`config.mk`:
```
export PLATFORM = sky130hd
export DESIGN_NAME = rvc_decoder
export DESIGN_NICKNAME = d
export VERILOG_FILES = /design/src/rtl/rvc_dec_pkg.sv /design/src/rtl/rvc_dec_ctrl.sv /design/src/rtl/rvc_dec_dpath.sv /design/src/rtl/rvc_decoder.sv
export SDC_FILE = /design/constraint.sdc
export NUM_CORES = 1
export LEC_CHECK = 0
export ABC_AREA = 1
export BUFFER_PORTS_ARGS = -buffer_cell sky130_fd_sc_hd__buf_2
export CAP_MARGIN = 10
export CORE_MARGIN = 3
export CORE_UTILIZATION = 40
export CTS_CLUSTER_DIAMETER = 150
export DETAILED_ROUTE_END_ITERATION = 10
export PLACE_DENSITY = 0.71
export SETUP_SLACK_MARGIN = 0.05
export SYNTH_ARGS = -nofsm -noshare
export SYNTH_HDL_FRONTEND = slang
export SYNTH_HIERARCHICAL = 1
export SYNTH_SLANG_ARGS = --single-unit
```
`constraint.sdc`:
```
create_clock -name clk -period 2.2 [get_ports clk]
set_input_delay 0.44 -clock clk [delete_from_list [all_inputs] [get_ports clk]]
set_output_delay 0.44 -clock clk [all_outputs]
set_load 0.05 [all_outputs]
```
`src/rtl/rvc_dec_pkg.sv`:
```
package rvc_dec_pkg;
  localparam int INST_W   = 16;
  localparam int REG_W    = 5;
  localparam int CREG_W   = 3;
  localparam int NUM_OPS  = 26;

  localparam logic [REG_W-1:0] RA_REG = 5'd1;
  localparam logic [REG_W-1:0] SP_REG = 5'd2;

  localparam int OP_ADDI4SPN = 0;
  localparam int OP_LW       = 1;
  localparam int OP_SW       = 2;
  localparam int OP_ADDI     = 3;
  localparam int OP_JAL      = 4;
  localparam int OP_LI       = 5;
  localparam int OP_ADDI16SP = 6;
  localparam int OP_LUI      = 7;
  localparam int OP_SRLI     = 8;
  localparam int OP_SRAI     = 9;
  localparam int OP_ANDI     = 10;
  localparam int OP_SUB      = 11;
  localparam int OP_XOR      = 12;
  localparam int OP_OR       = 13;
  localparam int OP_AND      = 14;
  localparam int OP_J        = 15;
  localparam int OP_BEQZ     = 16;
  localparam int OP_BNEZ     = 17;
  localparam int OP_SLLI     = 18;
  localparam int OP_LWSP     = 19;
  localparam int OP_SWSP     = 20;
  localparam int OP_JR       = 21;
  localparam int OP_MV       = 22;
  localparam int OP_EBREAK   = 23;
  localparam int OP_JALR     = 24;
  localparam int OP_ADD      = 25;

  // Port-select strobes handed from control to datapath
  typedef struct packed {
    logic wrRa;       // write port = ra
    logic wrFull;     // write port = bits [11:7]
    logic wrPrimeHi;  // write port = 8 + bits [9:7]
    logic wrPrimeLo;  // write port = 8 + bits [4:2]
    logic rdSp;       // read port = sp
    logic rdFull;     // read port = bits [6:2]
    logic rdPrimeLo;  // read port = 8 + bits [4:2]
  } portStrobe_t;

  function automatic logic [INST_W-1:0] opMask(input int idx);
    case (idx)
      OP_SRLI, OP_SRAI, OP_ANDI:         opMask = 16'hEC03;
      OP_SUB, OP_XOR, OP_OR, OP_AND:     opMask = 16'hFC63;
      OP_JR, OP_JALR:                    opMask = 16'hF07F;
      OP_MV, OP_ADD:                     opMask = 16'hF003;
      OP_EBREAK:                         opMask = 16'hFFFF;
      default:                           opMask = 16'hE003;
    endcase
  endfunction

  function automatic logic [INST_W-1:0] opPattern(input int idx);
    case (idx)
      OP_ADDI4SPN: opPattern = 16'h0000;
      OP_LW:       opPattern = 16'h4000;
      OP_SW:       opPattern = 16'hC000;
      OP_ADDI:     opPattern = 16'h0001;
      OP_JAL:      opPattern = 16'h2001;
      OP_LI:       opPattern = 16'h4001;
      OP_ADDI16SP: opPattern = 16'h6001;
      OP_LUI:      opPattern = 16'h6001;
      OP_SRLI:     opPattern = 16'h8001;
      OP_SRAI:     opPattern = 16'h8401;
      OP_ANDI:     opPattern = 16'h8801;
      OP_SUB:      opPattern = 16'h8C01;
      OP_XOR:      opPattern = 16'h8C21;
      OP_OR:       opPattern = 16'h8C41;
      OP_AND:      opPattern = 16'h8C61;
      OP_J:        opPattern = 16'hA001;
      OP_BEQZ:     opPattern = 16'hC001;
      OP_BNEZ:     opPattern = 16'hE001;
      OP_SLLI:     opPattern = 16'h0002;
      OP_LWSP:     opPattern = 16'h4002;
      OP_SWSP:     opPattern = 16'hC002;
      OP_JR:       opPattern = 16'h8002;
      OP_MV:       opPattern = 16'h8002;
      default:     opPattern = 16'h9002;
    endcase
  endfunction
endpackage

```
`src/rtl/rvc_dec_ctrl.sv`:
```
module rvc_dec_ctrl
  import rvc_dec_pkg::*;
(
  input  logic              clk,
  input  logic              rst,
  input  logic [INST_W-1:0] instWord,
  output portStrobe_t       strobe,
  output logic              wideHit,
  output logic [NUM_OPS-1:0] opFlags,
  output logic              isWide
);
  logic [NUM_OPS-1:0] rawHit;
  logic [NUM_OPS-1:0] qualOk;
  logic [NUM_OPS-1:0] preHit;
  logic [NUM_OPS-1:0] opHit;
  logic               rdNonZero;
  logic               rs2NonZero;

  // mask-and-compare per operation
  for (genvar i = 0; i < NUM_OPS; i++) begin : gMatch
    assign rawHit[i] = ((instWord & opMask(i)) == opPattern(i));
  end

  assign rdNonZero  = |instWord[11:7];
  assign rs2NonZero = |instWord[6:2];
  assign wideHit    = (instWord[1:0] == 2'b11);

  always_comb begin
    qualOk = '1;
    qualOk[OP_ADDI4SPN] = |instWord[12:5];
    qualOk[OP_ADDI16SP] = (instWord[11:7] == SP_REG);
    qualOk[OP_LUI]      = (instWord[11:7] != SP_REG);
    qualOk[OP_JR]       = rdNonZero;
    qualOk[OP_MV]       = rs2NonZero;
    qualOk[OP_JALR]     = rdNonZero;
  end

  assign preHit = rawHit & qualOk;

  // add shares its pattern with the register jump-and-link and breakpoint
  always_comb begin
    opHit = preHit;
    opHit[OP_ADD] = preHit[OP_ADD] & ~preHit[OP_JALR] & ~preHit[OP_EBREAK];
  end

  always_comb begin
    strobe.wrRa      = opHit[OP_JAL] | opHit[OP_JALR] | wideHit;
    strobe.wrFull    = opHit[OP_ADDI] | opHit[OP_LI] | opHit[OP_LUI] |
                       opHit[OP_ADDI16SP] | opHit[OP_SLLI] | opHit[OP_LWSP] |
                       opHit[OP_MV] | opHit[OP_ADD];
    strobe.wrPrimeHi = opHit[OP_SRLI] | opHit[OP_SRAI] | opHit[OP_ANDI] |
                       opHit[OP_SUB] | opHit[OP_XOR] | opHit[OP_OR] | opHit[OP_AND];
    strobe.wrPrimeLo = opHit[OP_LW] | opHit[OP_ADDI4SPN];
    strobe.rdSp      = opHit[OP_ADDI4SPN] | opHit[OP_LWSP] | opHit[OP_SWSP];
    strobe.rdFull    = opHit[OP_ADD] | opHit[OP_MV];
    strobe.rdPrimeLo = opHit[OP_SW] | opHit[OP_SUB] | opHit[OP_XOR] |
                       opHit[OP_OR] | opHit[OP_AND];
  end

  always_ff @(posedge clk) begin
    if (rst) begin
      opFlags <= '0;
      isWide  <= 1'b0;
    end else begin
      opFlags <= opHit;
      isWide  <= wideHit;
    end
  end

  AST_ONE_FLAG: assert property (@(posedge clk) disable iff (rst)
    $onehot0({opFlags, isWide})) else $error("flags not one-hot");

  AST_ADD_NOT_JALR: assert property (@(posedge clk) disable iff (rst)
    (wideHit == 1'b0 && instWord == 16'h9002) |=> opFlags[OP_EBREAK] && !opFlags[OP_ADD])
    else $error("breakpoint word mis-decoded");
endmodule

```
`src/rtl/rvc_dec_dpath.sv`:
```
module rvc_dec_dpath
  import rvc_dec_pkg::*;
(
  input  logic             clk,
  input  logic             rst,
  input  logic [11:2]      fieldIn,
  input  portStrobe_t      strobe,
  input  logic             stallIn,
  input  logic             bubbleIn,
  output logic [REG_W-1:0] wrAddr,
  output logic [REG_W-1:0] rdAddr,
  output logic             wrEn
);
  localparam int N_WR_SRC = 4;
  localparam int N_RD_SRC = 3;
  localparam logic [REG_W-CREG_W-1:0] PRIME_TOP = 2'b01;

  logic [REG_W-1:0] wrCand  [N_WR_SRC];
  logic [REG_W-1:0] rdCand  [N_RD_SRC];
  logic             wrSel   [N_WR_SRC];
  logic             rdSel   [N_RD_SRC];
  logic [REG_W-1:0] wrGated [N_WR_SRC];
  logic [REG_W-1:0] rdGated [N_RD_SRC];
  logic [REG_W-1:0] wrNext, rdNext;
  logic             anyWrite;

  assign wrCand[0] = RA_REG;
  assign wrCand[1] = fieldIn[11:7];
  assign wrCand[2] = {PRIME_TOP, fieldIn[9:7]};
  assign wrCand[3] = {PRIME_TOP, fieldIn[4:2]};
  assign wrSel[0]  = strobe.wrRa;
  assign wrSel[1]  = strobe.wrFull;
  assign wrSel[2]  = strobe.wrPrimeHi;
  assign wrSel[3]  = strobe.wrPrimeLo;

  assign rdCand[0] = SP_REG;
  assign rdCand[1] = fieldIn[6:2];
  assign rdCand[2] = {PRIME_TOP, fieldIn[4:2]};
  assign rdSel[0]  = strobe.rdSp;
  assign rdSel[1]  = strobe.rdFull;
  assign rdSel[2]  = strobe.rdPrimeLo;

  // AND each candidate with its replicated strobe
  for (genvar k = 0; k < N_WR_SRC; k++) begin : gWrGate
    assign wrGated[k] = wrCand[k] & {REG_W{wrSel[k]}};
  end
  for (genvar k = 0; k < N_RD_SRC; k++) begin : gRdGate
    assign rdGated[k] = rdCand[k] & {REG_W{rdSel[k]}};
  end

  always_comb begin
    wrNext   = '0;
    anyWrite = 1'b0;
    for (int k = 0; k < N_WR_SRC; k++) begin
      wrNext   = wrNext | wrGated[k];
      anyWrite = anyWrite | wrSel[k];
    end
    rdNext = '0;
    for (int k = 0; k < N_RD_SRC; k++) begin
      rdNext = rdNext | rdGated[k];
    end
  end

  always_ff @(posedge clk) begin
    if (rst) begin
      wrAddr <= '0;
      rdAddr <= '0;
      wrEn   <= 1'b0;
    end else begin
      wrAddr <= wrNext;
      rdAddr <= rdNext;
      wrEn   <= anyWrite & (|wrNext) & ~stallIn & ~bubbleIn;
    end
  end

  AST_WE_NOT_X0: assert property (@(posedge clk) disable iff (rst)
    wrEn |-> (wrAddr != '0)) else $error("write to x0");

  AST_HOLD_NO_WE: assert property (@(posedge clk) disable iff (rst)
    (stallIn || bubbleIn) |=> !wrEn) else $error("write while held");

  AST_SP_PORT: assert property (@(posedge clk) disable iff (rst)
    strobe.rdSp |=> (rdAddr == SP_REG)) else $error("sp read port");

  AST_RA_PORT: assert property (@(posedge clk) disable iff (rst)
    strobe.wrRa |=> (wrAddr == RA_REG)) else $error("ra write port");
endmodule

```
`src/rtl/rvc_decoder.sv`:
```
module rvc_decoder
  import rvc_dec_pkg::*;
(
  input  logic               clk,
  input  logic               rst,
  input  logic [INST_W-1:0]  instWord,
  input  logic               stallIn,
  input  logic               bubbleIn,
  output logic [NUM_OPS-1:0] opFlags,
  output logic               isWide,
  output logic [REG_W-1:0]   wrAddr,
  output logic [REG_W-1:0]   rdAddr,
  output logic               wrEn
);
  portStrobe_t strobe;
  logic        wideHit;

  rvc_dec_ctrl u_ctrl (
    .clk      (clk),
    .rst      (rst),
    .instWord (instWord),
    .strobe   (strobe),
    .wideHit  (wideHit),
    .opFlags  (opFlags),
    .isWide   (isWide)
  );

  rvc_dec_dpath u_dpath (
    .clk      (clk),
    .rst      (rst),
    .fieldIn  (instWord[11:2]),
    .strobe   (strobe),
    .stallIn  (stallIn),
    .bubbleIn (bubbleIn),
    .wrAddr   (wrAddr),
    .rdAddr   (rdAddr),
    .wrEn     (wrEn)
  );

  AST_WIDE_NO_OP: assert property (@(posedge clk) disable iff (rst)
    wideHit |=> (isWide && opFlags == '0)) else $error("wide word raised op");
endmodule

```
-- After elaboration in Yosys (flattened, before gate mapping)
Index checks and enable logic that the tools add are counted.
- register bits after elaboration: 38
- input bits: 20
- eq/ne operators: 27
- bitwise operators: 46
- reduce and logical (&&, ||, !) cells: 5
- operators with widths (operator ; count):
    $eq A10 B10 Y1 const B ; 4
    $and A26 B26 Y26 ; 1
    $or A1 B1 Y1 ; 26
    $eq A5 B5 Y1 const B ; 5
    $eq A11 B11 Y1 const B ; 2
    $eq A7 B7 Y1 const B ; 3
    $eq A5 B4 Y1 const B ; 4
    $eq A16 B16 Y1 const B ; 1
    $logic_not A16 Y1 ; 1
    $and A4 B5 Y5 ; 3
    $or A5 B5 Y5 ; 3
    $reduce_or A5 Y1 ; 3
    $eq A6 B6 Y1 const B ; 2
    $and A5 B5 Y5 ; 2
    $eq A5 B2 Y1 const B ; 2
    $reduce_or A8 Y1 ; 1
    $and A1 B1 Y1 ; 5
    $eq A5 B1 Y1 const B ; 1
    $eq A5 B3 Y1 const B ; 1
    $ne A5 B2 Y1 const B ; 1
    $or A1 B5 Y5 ; 1
    $or A2 B5 Y5 ; 1
    $not A1 Y1 ; 4
    $eq A2 B2 Y1 const B ; 1

-- Logic depth before layout (Yosys ltp)
Gate-level depths: netlist of run 1.
- depth after elaboration: 17
- depth in mapped cells: 11
- depth with buffers taken out: 11

-- Modules after synthesis
The synthesis of run 1 kept the hierarchy.
- by module, submodules not included (module ; times used ; cells each ; area each (µm²) ; sequential area each (µm²)):
    rvc_dec_ctrl ; 1 ; 161 ; 1149.9 ; 540.5
    rvc_dec_dpath ; 1 ; 56 ; 441.7 ; 220.2

-- Worst setup path before layout of run 1
OpenSTA, ideal clock, no wires.
- path kind: input to register
- start: in instWord[7]
- end: reg u_dpath.wrEn
- arrival: 1.555 ns
- required time: 2.083 ns
- slack: 0.527 ns
- cell stages on the path: 8
- cell sequence: nor2_1 -> nand3_1 -> o21ai_0 -> nand2_1 -> nor2_2 -> nand3_1 -> nor2_1 -> a21oi_2
- RTL lines (element ; RTL line ; text):
    from (decl) ; rvc_decoder.sv:6 ; input logic [INST_W-1:0] instWord,
    to (signal assigned) ; rvc_dec_dpath.sv:72 ; wrEn <= anyWrite & (|wrNext) & ~stallIn & ~bubbleIn;
    to (decl) ; rvc_dec_dpath.sv:12 ; output logic wrEn

==> results.sh, run 1 <==
export IMPL_grt_usage_pct=16.8
export IMPL_fp_dieW_microns=69.0
export IMPL_place_area_sq_um=1900
export IMPL_hold_depth=4
export IMPL_powerDensity_nw_per_um2=662
export IMPL_cp_cell_sequence="buf_2 > nor2_1 > nand3_1 > o21ai_0 > nand2_1 > nor2_2 > nand3_1 > nor2_1 > a21oi_2"
export IMPL_nFillCells=398
export IMPL_cts_sinks=38
export IMPL_antenna_found_initial=0
export IMPL_cts_tree="built"
export IMPL_cts_hold_buf=0
export IMPL_crit_arrival_ps=1920
export IMPL_cts_htree_levels=2
export IMPL_cts_made_buffers=5
export IMPL_worst_setup_path_type="input pin to flop"
export IMPL_drive_above_1_share_pct=30.5
export IMPL_layout_common_cells="57 x buf_2, 48 x nor2_1, 46 x nand2_1, 38 x dfxtp_1, 25 x inv_1"
export IMPL_ir_worst_vdd_v=0.000332
export IMPL_nets=295
export IMPL_critPathRequiredTime_ps=2390
export IMPL_dp_cells=316
export IMPL_ant_nets=0
export IMPL_hold_path_class="input pin to flop"
export IMPL_io_pins=58
export IMPL_critPathBufInv=1
export IMPL_initialDrtViolationCount=63
export IMPL_dp_hpwl_mm=3.04
export IMPL_finalHoldViolCount=0
export IMPL_power_uw=1310
export IMPL_tightest_slew_ps=513
export IMPL_slew_viol_final=0
export IMPL_vias=1445
export IMPL_start_kind="input pin"
export IMPL_finalWorstSetupSlack_ps=469
export IMPL_slowest_stage="o21ai_0"
export IMPL_critPathCaptureType="flop"
export IMPL_synthToLayoutAreaGrowth_pct=24.3
export IMPL_setup_viol=0
export IMPL_fin_area_sq_um=1970
export IMPL_final_common_cell="buf_2"
export IMPL_clk_path_buf_depth=2
export IMPL_ctsResizeCount=0
export IMPL_relSlewSlack_pct=65.8
export IMPL_path_max_fanout=4
export IMPL_setup_tns_final_ps=0
export IMPL_grt_busiest_layer="met2"
export IMPL_gp_congestion=0.936
export IMPL_critical_path_top_delay_family="simple AND/OR/NAND/NOR gates"
export IMPL_fmax_ghz=0.578
export IMPL_drtPass1Iterations=4
export IMPL_ys_warn_count=6
export IMPL_leakagePower_uw=0.00105
export IMPL_synth_area_per_cell_sq_um=7.35
export IMPL_min_delay_start="bubbleIn"
export IMPL_grtUsageMet1_pct=22.1
export IMPL_rows=22
export IMPL_die_area_sq_um=4760
export IMPL_rsz0062_at_grt="no"
export IMPL_avgViaCountPerCell=4.47
export IMPL_crit_path_max_incr_delay_ps=330
export IMPL_syn_inst=216
export IMPL_routedWlPerCell_microns=11.6
export IMPL_hold_end="u_dpath/wrEn$_SDFF_PP0_"
export IMPL_cts_clk_slew_worst_paths_ps=70
export IMPL_die_h_microns=69.0
export IMPL_cts_setup_buffers=0
export IMPL_port_buffers=57
export IMPL_initial_utilization_pct=42.4
export IMPL_drc_errors=0
export IMPL_cap_violations=0
export IMPL_final_cells=323
export IMPL_antennaDiodeCount=0
export IMPL_coreArea_sq_um=3740
export IMPL_fin_crit_sh_pct=78.7
export IMPL_grt_pass1_wl_mm=6.45
export IMPL_wl_mm=3.73
export IMPL_grt_overflow_total=0
export IMPL_cts_root_buf="clkbuf_8"
export IMPL_grt_max_degree=26
export IMPL_gr_usage_met2_pct=26.1
export IMPL_status="finished clean"
export IMPL_grt_pass1_vias=1424
export IMPL_syn_num_nets=236
export IMPL_syn_area_sq_um=1590
export IMPL_grt_met3_usage_pct=4.96
export IMPL_min_period_ps=1730
export IMPL_pre_cts_ws_ps=179
final cells by class:
cell class                 count  area [sq um]  area share (%)
inverter                      31           121            6.15
multi-input combinational    142           668            33.8
clock inverter                 2          10.0           0.507
timing repair buffer          57           285            14.4
sequential                    38           761            38.5
clock buffer                   5          68.8            3.49
tap                           48          60.1            3.04
where the power goes:
group	internal, uW	switching, uW	total [uW]
Combinational	45.5	126	171
Clock	212	224	436
Sequential	698	1.97	700
Total	956	352	1310
state kept, by name, indices dropped and copies added, names as in the netlist:
signal	flops
u_ctrl/isWide	1
u_ctrl/opFlags	26
u_dpath/rdAddr	5
u_dpath/wrAddr	5
u_dpath/wrEn	1
metal layers:
layer / vias up / routed length (microns)
met4: 0 / 59
li1: 782 / -
met3: 6 / 232
met2: 40 / 1660
met5: - / 0
met1: 617 / 1780
worst max path at each step:
stage	startpoint	slack, ps	to	depth (start not counted)
after floorplan	instWord[7]	530	u_dpath/wrEn$_SDFF_PP0_	8
after global placement	instWord[7]	210	u_dpath/wrEn$_SDFF_PP0_	9
after detailed placement	instWord[7]	180	u_dpath/wrEn$_SDFF_PP0_	9
after CTS	instWord[7]	490	u_dpath/wrEn$_SDFF_PP0_	9
after global routing	instWord[9]	260	u_dpath/wrEn$_SDFF_PP0_	9
final	instWord[7]	470	u_dpath/wrEn$_SDFF_PP0_	9
stage by stage:
| step | hold slack (ps) | utilization [%] |
|---|---|---|
| 2_1_floorplan | 516 | - |
| 3_3_place_gp | 688 | 50.6 |
| 3_5_place_dp | 696 | 50.6 |
| 4_1_cts | 389 | 52.7 |
| 5_1_grt | 410 | 52.7 |
| 6_report | 390 | 52.7 |
tightest hold or removal path: stages:
cell	delay (ps)
buf_2	80
nor3_1	40
nand2_1	60
a21oi_2	30
No activity file was read; power rests on OpenSTA's default activity.
==> run 2: changes to the inputs <==
Clock period 2.2 ns to 1.7 ns, I/O delays scaled along.
==> results.sh, run 2 (synthesized netlist as in run 1, its figures left out) <==
export IMPL_status="finished clean"
export IMPL_antenna_found_initial=0
export IMPL_ir_worst_vdd_v=0.000376
export IMPL_cts_made_buffers=5
export IMPL_fp_dieW_microns=69.0
export IMPL_ctsResizeCount=0
export IMPL_antennaDiodeCount=0
export IMPL_crit_path_max_incr_delay_ps=200
export IMPL_slowest_stage="nor2_1"
export IMPL_cts_sinks=38
export IMPL_crit_arrival_ps=1740
export IMPL_wl_mm=3.98
export IMPL_rsz0062_at_grt="no"
export IMPL_cts_root_buf="clkbuf_8"
export IMPL_start_kind="input pin"
export IMPL_dp_cells=339
export IMPL_cts_hold_buf=0
export IMPL_grt_pass1_vias=1452
export IMPL_path_max_fanout=3
export IMPL_initial_utilization_pct=42.4
export IMPL_leakagePower_uw=0.00116
export IMPL_critPathRequiredTime_ps=1880
export IMPL_rows=22
export IMPL_coreArea_sq_um=3740
export IMPL_cts_tree="built"
export IMPL_largest_register_ffs=26
export IMPL_ant_nets=0
export IMPL_finalWorstSetupSlack_ps=140
export IMPL_layout_common_cells="57 x buf_2, 48 x nor2_1, 45 x nand2_1, 38 x dfxtp_1, 25 x inv_1"
export IMPL_vias=1586
export IMPL_critPathBufInv=3
export IMPL_grt_pass1_wl_mm=6.51
export IMPL_critPathCaptureType="flop"
export IMPL_hold_path_class="input pin to flop"
export IMPL_avgViaCountPerCell=4.57
export IMPL_max_flop_register="u_ctrl/opFlags"
export IMPL_routedWlPerCell_microns=11.5
export IMPL_drc_errors=0
export IMPL_grt_usage_pct=17.2
export IMPL_finalHoldViolCount=0
export IMPL_tightest_slew_ps=399
export IMPL_slew_viol_final=0
export IMPL_grt_max_degree=18
export IMPL_cap_violations=0
export IMPL_final_cells=347
export IMPL_setup_viol=0
export IMPL_worst_setup_path_type="input pin to flop"
export IMPL_synthToLayoutAreaGrowth_pct=36.4
export IMPL_fin_util_pct=57.9
export IMPL_reg_largest_list="u_ctrl/opFlags (26), u_dpath/rdAddr (5), u_dpath/wrAddr (5)"
export IMPL_initialDrtViolationCount=74
export IMPL_hold_depth=3
export IMPL_die_h_microns=69.0
export IMPL_io_pins=58
export IMPL_drtPass1Iterations=4
export IMPL_critical_path_top_delay_family="simple AND/OR/NAND/NOR gates"
export IMPL_pre_cts_ws_ps=-123
export IMPL_cts_clk_slew_worst_paths_ps=70
export IMPL_cp_cell_sequence="buf_2 > nor2_1 > nand3_1 > buf_4 > nand3_2 > buf_4 > nand3_1 > a21oi_1 > nand2_1 > nor2_1 > a21oi_2"
export IMPL_powerDensity_nw_per_um2=819
export IMPL_port_buffers=57
export IMPL_fin_area_sq_um=2170
export IMPL_dp_hpwl_mm=3.26
export IMPL_cts_setup_buffers=0
export IMPL_fin_crit_sh_pct=91.8
export IMPL_grt_overflow_total=0
export IMPL_crit_cells=11
export IMPL_cts_htree_levels=2
export IMPL_nets=318
export IMPL_gp_congestion=0.878
export IMPL_die_area_sq_um=4760
export IMPL_drive_above_1_share_pct=36.5
export IMPL_fmax_ghz=0.641
export IMPL_min_period_ps=1560
export IMPL_relSlewSlack_pct=73.4
export IMPL_final_common_cell="buf_2"
export IMPL_place_area_sq_um=2070
export IMPL_clk_path_buf_depth=2
[run 2: through the flow]
step	hold slack, ps	total power [uW]	setup TNS [ps]
detailed placement	599	1180	-123
global route	292	1850	0
global placement	597	1180	-95.3
CTS	292	1790	0
floorplan	416	1080	0
finish	304	1770	0
[run 2: final timing paths]
path	endpoint	startpoint	slack (ps)
setup / recovery	u_dpath/wrEn$_SDFF_PP0_	instWord[7]	140
hold / removal	u_dpath/rdAddr[2]$_SDFF_PP0_	instWord[4]	300
[run 2: where the power goes]
| group | leakage [uW] | internal (uW) | total, uW | switching, uW |
|---|---|---|---|---|
| combinational | 0.000802 | 84.4 | 257 | 172 |
| sequential | 0.000307 | 903 | 906 | 2.53 |
| clock | 0.0000482 | 326 | 611 | 285 |
| total | 0.00116 | 1310 | 1770 | 459 |
[run 2: final cells by class]
class | count | area [sq um]
Fill cell | 399 | 1580
Sequential cell | 38 | 761
Multi-Input combinational cell | 142 | 674
Timing Repair Buffer | 80 | 458
Inverter | 31 | 121
Clock buffer | 7 | 86.3
Tap cell | 48 | 60.1
Clock inverter | 1 | 5.00
[run 2: per-layer routing]
layer	part of all wire, %	up-vias	track usage (%)	wire [microns]
met1	46	685	21.2	1810
met5	0	-	0	0
li1	-	835	-	-
met3	7.1	6	4.66	283
met2	46	60	28.2	1820
met4	1.6	0	6.94	64
==> run 3: changes to the inputs <==
Settings changed: CTS_BUF_LIST set to sky130_fd_sc_hd__clkbuf_2 sky130_fd_sc_hd__clkbuf_4 sky130_fd_sc_hd__clkbuf_8.
==> results.sh, run 3 (synthesized netlist as in run 1, its figures left out) <==
export IMPL_grt_overflow_total=0
export IMPL_path_max_fanout=3
export IMPL_rsz0062_at_grt="no"
export IMPL_leakagePower_uw=0.00116
export IMPL_setup_viol=0
export IMPL_min_period_ps=1560
export IMPL_largest_register_ffs=26
export IMPL_hold_path_class="input pin to flop"
export IMPL_fmax_ghz=0.640
export IMPL_cts_clk_slew_worst_paths_ps=70
export IMPL_status="finished clean"
export IMPL_grt_pass1_wl_mm=6.51
export IMPL_layout_area_seq_sq_um=761
export IMPL_cts_made_buffers=5
export IMPL_wl_mm=3.99
export IMPL_hold_end="u_dpath/rdAddr[2]$_SDFF_PP0_"
export IMPL_crit_arrival_ps=1740
export IMPL_port_buffers=57
export IMPL_drtPass1Iterations=4
export IMPL_clk_path_buf_depth=2
export IMPL_powerDensity_nw_per_um2=825
export IMPL_nets=318
export IMPL_drc_errors=0
export IMPL_multiInputGateArea_sq_um=674
export IMPL_hold_ws_ps=303
export IMPL_cap_violations=0
export IMPL_hold_depth=3
export IMPL_antennaDiodeCount=0
export IMPL_cts_sinks=38
export IMPL_dp_hpwl_mm=3.26
export IMPL_avgViaCountPerCell=4.56
export IMPL_finalHoldViolCount=0
export IMPL_grt_usage_pct=17.2
export IMPL_antenna_found_initial=0
export IMPL_tightest_slew_ps=394
export IMPL_grt_pass1_vias=1452
export IMPL_drive_above_1_share_pct=36.8
export IMPL_synthToLayoutAreaGrowth_pct=36.6
export IMPL_die_area_sq_um=4760
export IMPL_relSlewSlack_pct=73.7
export IMPL_final_common_cell="buf_2"
export IMPL_cts_root_buf="clkbuf_8"
export IMPL_cts_tree="built"
export IMPL_grt_max_degree=18
export IMPL_gp_congestion=0.878
export IMPL_fin_crit_sh_pct=91.9
export IMPL_routedWlPerCell_microns=11.5
export IMPL_layout_common_cells="57 x buf_2, 48 x nor2_1, 45 x nand2_1, 38 x dfxtp_1, 25 x inv_1"
export IMPL_min_delay_start="instWord[4]"
export IMPL_start_kind="input pin"
export IMPL_rows=22
export IMPL_slew_viol_final=0
export IMPL_coreArea_sq_um=3740
export IMPL_initial_utilization_pct=42.4
export IMPL_reg_largest_list="u_ctrl/opFlags (26), u_dpath/rdAddr (5), u_dpath/wrAddr (5)"
export IMPL_initialDrtViolationCount=73
export IMPL_io_pins=58
export IMPL_max_flop_register="u_ctrl/opFlags"
export IMPL_fp_dieW_microns=69.0
export IMPL_final_cells=347
export IMPL_die_h_microns=69.0
export IMPL_ir_worst_vdd_v=0.000376
export IMPL_critPathCaptureType="flop"
export IMPL_ant_nets=0
export IMPL_nFillCells=398
export IMPL_worst_setup_path_type="input pin to flop"
export IMPL_vias=1582
export IMPL_critPathRequiredTime_ps=1880
export IMPL_cts_htree_levels=2
export IMPL_dp_cells=339
-- run 3: how the worst max path moves through the flow --
stage                      startpoint                       to  slack [ps]
after global routing      instWord[7]  u_dpath/wrEn$_SDFF_PP0_          10
after global placement    instWord[7]  u_dpath/wrEn$_SDFF_PP0_        -100
after detailed placement  instWord[7]  u_dpath/wrEn$_SDFF_PP0_        -120
after floorplan           instWord[7]  u_dpath/wrEn$_SDFF_PP0_         130
after CTS                 instWord[7]  u_dpath/wrEn$_SDFF_PP0_         180
final                     instWord[7]  u_dpath/wrEn$_SDFF_PP0_         140
-- run 3: power breakdown --
group          internal (uW)  switching [uW]  leakage, uW  total, uW
combinational           84.4             172     0.000802        256
sequential               903            2.53     0.000307        906
clock                    342             285    0.0000517        628
total                   1330             460      0.00116       1790
-- run 3: repair_timing --
action,4_1_cts,5_1_grt
hold buffers,0,0
buffers inserted,0,0
gates resized for setup,0,2
endpoints found under the setup margin,0,1
-- run 3: cell type report --
type,count,share of cell area [%]
sequential,38,35.1
multi-input combinational,142,31.1
timing repair buffer,80,21.1
inverter,31,5.59
clock buffer,7,4.15
tap,48,2.77
clock inverter,1,0.231
-- run 3: routing by layer --
layer	GRT usage [%]	wire, microns	up-vias
met1	21.2	1790	679
li1	-	-	835
met4	6.94	64	0
met2	28.2	1830	62
met5	0	0	-
met3	4.66	295	6
-- run 3: critical path, stage by stage --
cell and delay, ps:
buf_2 110, nor2_1 200, nand3_1 160, buf_4 180, nand3_2 80, buf_4 110
nand3_1 100, a21oi_1 190, nand2_1 80, nor2_1 120, a21oi_2 60
-- run 3: stage by stage --
stage	TNS, ps	util, %	total power (uW)	setup slack, ps	area [sq um]
floorplan	0	-	1080	127	1590
global placement	-95.3	55.2	1180	-95.3	2070
detailed placement	-123	55.2	1180	-123	2070
CTS	0	57.8	1810	182	2160
global route	0	58.0	1860	14.8	2170
finish	0	58.0	1790	138	2170
